### config.mk
export PLATFORM = sky130hd
export DESIGN_NAME = clkdiv_bank
export DESIGN_NICKNAME = d
export VERILOG_FILES = /design/src/rtl/cdiv_pkg.sv /design/src/rtl/cdiv_wr_decode.sv /design/src/rtl/cdiv_core.sv /design/src/rtl/clkdiv_bank.sv
export SDC_FILE = /design/constraint.sdc
export NUM_CORES = 1
export LEC_CHECK = 0
export BUFFER_PORTS_ARGS = -buffer_cell sky130_fd_sc_hd__buf_4
export CAP_MARGIN = 20
export CORE_MARGIN = 1.5
export CORE_UTILIZATION = 52
export CTS_CLUSTER_DIAMETER = 150
export DETAILED_ROUTE_END_ITERATION = 8
export GPL_ROUTABILITY_DRIVEN = 0
export PLACE_DENSITY = 0.83
export SYNTH_ARGS = -nofsm -noshare
export SYNTH_HDL_FRONTEND = slang
export SYNTH_SLANG_ARGS = --single-unit
### constraint.sdc
create_clock -name clk -period 4.67 [get_ports clk]
set_input_delay 0.7005 -clock clk [delete_from_list [all_inputs] [get_ports clk]]
set_output_delay 0.7005 -clock clk [all_outputs]
set_load 0.03 [all_outputs]
### src/rtl/cdiv_pkg.sv
package cdiv_pkg;
  localparam int unsigned CTRL_W         = 32;
  localparam int unsigned WEN_OFS        = 16;
  localparam int unsigned MAX_FIELD_BITS = 16;

  typedef enum logic {
    ST_IDLE = 1'b0,
    ST_PEND = 1'b1
  } upd_state_e;
endpackage

### src/rtl/cdiv_wr_decode.sv
module cdiv_wr_decode
  import cdiv_pkg::*;
#(
  parameter int unsigned FIELD_W = 4,
  parameter int unsigned SHIFT   = 0
) (
  input  logic               wr_en,
  input  logic [CTRL_W-1:0]  wr_data,
  output logic               hit,
  output logic [FIELD_W-1:0] value
);
  localparam int unsigned WEN_BIT = SHIFT + WEN_OFS;

  always_comb begin
    hit   = wr_en && wr_data[WEN_BIT];
    value = wr_data[SHIFT +: FIELD_W];
  end
endmodule

### src/rtl/cdiv_core.sv
module cdiv_core
  import cdiv_pkg::*;
#(
  parameter int unsigned FIELD_W = 4
) (
  input  logic               clk,
  input  logic               rst_n,
  input  logic               in_en,
  input  logic               wr_hit,
  input  logic [FIELD_W-1:0] wr_val,
  output logic               div_en,
  output logic               busy,
  output logic [FIELD_W-1:0] ratio
);
  logic [FIELD_W-1:0] act_q, pend_q, cnt_q, act_nx;
  upd_state_e         st_q;
  logic               period_end, take;

  always_comb begin
    period_end = in_en && (cnt_q == act_q);
    act_nx     = (period_end && st_q == ST_PEND) ? pend_q : act_q;
    take       = wr_hit && ((wr_val != act_nx) || (st_q == ST_PEND && !period_end));
    div_en     = period_end;
    busy       = (st_q == ST_PEND);
    ratio      = act_q;
  end

  always_ff @(posedge clk) begin
    if (!rst_n) begin
      act_q  <= '0;
      pend_q <= '0;
      cnt_q  <= '0;
      st_q   <= ST_IDLE;
    end else begin
      act_q <= act_nx;
      if (in_en) cnt_q <= period_end ? '0 : cnt_q + 1'b1;
      if (take) begin
        pend_q <= wr_val;
        st_q   <= ST_PEND;
      end else if (period_end) begin
        st_q   <= ST_IDLE;
      end
    end
  end

  AST_CNT_IN_RANGE: assert property (@(posedge clk) disable iff (!rst_n)
    cnt_q <= act_q);
  AST_CHANGE_SETS_BUSY: assert property (@(posedge clk) disable iff (!rst_n)
    (wr_hit && !period_end && wr_val != act_q) |=> busy);
  AST_RATIO_HOLDS: assert property (@(posedge clk) disable iff (!rst_n)
    !(period_end && busy) |=> $stable(act_q));
  AST_IDLE_STAYS_IDLE: assert property (@(posedge clk) disable iff (!rst_n)
    (!busy && !wr_hit) |=> !busy);
  AST_LOAD_CLEARS: assert property (@(posedge clk) disable iff (!rst_n)
    (period_end && busy && !wr_hit) |=> !busy);
  AST_LOAD_VALUE: assert property (@(posedge clk) disable iff (!rst_n)
    (period_end && busy) |=> (act_q == $past(pend_q)));
  AST_REPLACE_PENDING: assert property (@(posedge clk) disable iff (!rst_n)
    (busy && wr_hit && !period_end) |=> (busy && pend_q == $past(wr_val)));
endmodule

### src/rtl/clkdiv_bank.sv
module clkdiv_bank
  import cdiv_pkg::*;
#(
  parameter int unsigned NUM_DIV = 2,
  parameter int unsigned FIELD_W = 4
) (
  input  logic                         clk,
  input  logic                         rst_n,
  input  logic                         in_en,
  input  logic                         wr_en,
  input  logic [31:0]                  wr_data,
  output logic [NUM_DIV-1:0]           div_en_o,
  output logic [NUM_DIV-1:0]           busy_o,
  output logic [NUM_DIV*FIELD_W-1:0]   ratio_o
);
  localparam int unsigned FIELD_SPAN = NUM_DIV * FIELD_W;

  if (FIELD_SPAN > MAX_FIELD_BITS) begin : g_bad_cfg
    $error("ratio fields exceed the low half of the control word");
  end

  for (genvar i = 0; i < NUM_DIV; i++) begin : g_div
    logic               hit;
    logic [FIELD_W-1:0] val;

    cdiv_wr_decode #(.FIELD_W(FIELD_W), .SHIFT(i * FIELD_W)) u_dec (
      .wr_en   (wr_en),
      .wr_data (wr_data),
      .hit     (hit),
      .value   (val)
    );

    cdiv_core #(.FIELD_W(FIELD_W)) u_core (
      .clk    (clk),
      .rst_n  (rst_n),
      .in_en  (in_en),
      .wr_hit (hit),
      .wr_val (val),
      .div_en (div_en_o[i]),
      .busy   (busy_o[i]),
      .ratio  (ratio_o[i*FIELD_W +: FIELD_W])
    );
  end
endmodule

==> reports/metrics.yaml <==
outcome: "finished, final reports clean"
ys_types: 27
cts.sinks: 26
cts_hold_buf: 0
synth.cell_area_mm2: 0.001344
synthXorXnorAreaFrac: 0.1499
fin_cells: 202
tightestPinTransition_ns: 0.6802
final_net_count: 211
cts.clk_slew.worst_paths_ns: 0.14
grt_pass1_wl_um: 4174
drive_gt1_frac: 0.1860
grt_use_total: 0.1966
ys_async_sr_fraction: 0
multi_input_area_um2: 767.0
powerDensity_mw_per_mm2: 290.6
yosysSeqAreaShare: 0.3873
post_cts_buffers: 0
dp_cells: 198
syn2layout_area_growth_pct: 17.32
routed_via_density: 5.262
drtIter0Drc: 13
synthSimpleGateAreaFrac: 0.2318
grt_max_degree: 33
antenna_found_initial: 0
synth_top_cells_by_count: "26 x dfxtp_1, 20 x nand2_1, 13 x xor2_1, 12 x mux2i_1, 11 x nand3_1"
ir_worst_vdd_v: 0.0001927
dr.pass1.iters: 4
rsz0062_at_grt: "false"
drc: 0
clock_latency_ns: 0.32
p_sw_frac: 0.2447
avgSynthCellArea_um2: 8.899
maxCapViolCount: 0
synth_compound_area_frac: 0.08101
cp_slowest_cell: "dfxtp_1"
critPathMaxStageDelay_ns: 0.38
synth_edf_count: 0
yosysTopAreaCellShare: 0.3873
fin_ws_ns: 2.342
synthTopCellsByArea: "dfxtp_1 39%, mux2i_1 8.9%, xor2_1 8.5%"
ys_ff_latch: 26
vias: 1063
ioPinCount: 48
core_area_mm2: 0.002455
numCtsBuffers: 3
dieArea_mm2: 0.002898
crit_start: "g_div[0].u_core.cnt_q[0]"
cp_top_family: "simple AND/OR/NAND/NOR gates"
tns_ns: 0
cp.required_ns: 3.97
initial_utilization: 0.5474
fmax_mhz: 429.5
insertedDiodeCount: 0
die_w_um: 53.84
slew_headroom: 0.5444
clock-root-buffer: "clkbuf_4"
worst_setup_path_start_kind: "flop"
hold_class: "reg -> reg"
critPathBufInv: 2
yosysTopAreaCell: "dfxtp_1"
power.total_uw: 458.1
crit_chain: "xor2_1 > nor3_2 > nand3_1 > inv_1 > buf_4"
seq_power_share: 0.517
place_hpwl_um: 1914
crit_type: "reg -> out"
grt_pass1_vias: 950
end_kind: "primary output"
synth_top_family_by_area: "simple AND/OR/NAND/NOR gates"
ys_warn_count: 0
rows: 18
fillerInstances: 217
ctsLongestPathBuffers: 2
post-route-period-util: 0.4985
synth.most_common_cell: "dfxtp_1"
p_switching_uw: 112.1
comb_power_share: 0.145
hold_ws_ns: 0.4717
synth.area.mux_share: 0.08939
setup_viol: 0
seqCellArea_um2: 520.5
cp.arrival_ns: 1.63
port_buffers: 25
global_route.overflow_total: 0
synth_fa_ha_area_frac: 0.01862
place_ws_ns: 2.286
slew_violations: 0
fin_skew_ns: 0.001894
synth_flop_cell: "dfxtp_1"
fin_crit_ns: 2.328
h-tree-depth: 1
crit_fanout: 5
ant_nets: 0
tritoncts: "yes"
syn-num-nets: 189
internal_power_uw: 346.0
syn_inst: 151
drt-total-wl_um: 2580
hp-start: "g_div[0].u_core.pend_q[3]"
avgRoutedWirePerCell_um: 12.77
leakage_nw: 0.7002
die_h_um: 53.84
regToRegStartpoint: "g_div[0].u_core.cnt_q[0]"
clkPwrFrac: 0.338
cts_resized: 0
final_hold_viol_count: 0
-- kinds of logic after synthesis --
group	after synthesis
and+or+nand+nor	61
buffers and inverters	11
DFF	26
xor gates and xnor gates	23
muxes	12
adders and majority gates	2
AOI/OAI and AO/OA	16
-- worst min-delay path, delay by kind of cell, from the launching register on --
family           cells  cell delay (ns)
and+or+nand+nor      1             0.05
muxes                1             0.05
DFF                  1             0.34
-- cell usage in the layout (no fill, tap or decap), types with 2 or more instances in the layout --
cell type	instances
nand2_1	20
nand2b_1	3
clkbuf_4	3
nor2b_1	6
mux2i_1	12
xor2_1	13
o21ai_0	6
buf_4	25
ha_1	2
nand3_1	11
and2b_1	3
nor2_1	9
and2_1	2
nand4_1	3
dfxtp_1	26
a21oi_1	2
a21boi_0	4
xnor2_1	10
inv_1	3
-- final timing paths --
kind                                                   to  slack, ns  cells past startpoint
worst max-delay path                          div_en_o[0]       2.34                      5
worst max register to register  g_div[0].u_core.pend_q[0]       2.52                      7
worst min register to register  g_div[0].u_core.pend_q[3]       0.47                      2
worst min-delay path            g_div[0].u_core.pend_q[3]       0.47                      2
-- stage by stage --
step | instance area [um2] | utilization
after floorplan | 1344 | -
after detailed placement | 1524 | 0.6208
after global placement | 1524 | 0.6208
after CTS | 1577 | 0.6422
after global routing | 1577 | 0.6422
final | 1577 | 0.6422
-- state kept, by name (all words and copies together) (netlist names) --
register             count
g_div.u_core.cnt_q       8
g_div.u_core.ratio       8
g_div.u_core.pend_q      8
g_div.u_core.busy        2
-- routing by layer --
layer  up-vias  track usage  wire length, um
li1        542            -                -
met1       487       0.2586             1156
met2        25       0.3171             1278
met3         9      0.01944               72
met4         0       0.1026               74
met5         -            0                0
-- layout make-up --
type / count / area share
multi-input combinational: 114 / 0.4865
sequential: 26 / 0.3302
timing repair buffer: 25 / 0.1190
tap: 30 / 0.02381
clock inverter: 1 / 0.01905
clock buffer: 3 / 0.01429
inverter: 3 / 0.007143
-- power groups by stage --
stage / sequential (mW) / combinational, mW / clock, mW
after global routing: 0.238 / 0.0732 / 0.167
after global placement: 0.241 / 0.0639 / 0
final: 0.237 / 0.0662 / 0.155
after detailed placement: 0.242 / 0.0662 / 0
after CTS: 0.237 / 0.0663 / 0.160
after floorplan: 0.241 / 0.0466 / 0
(Power assumes the default switching activity.)
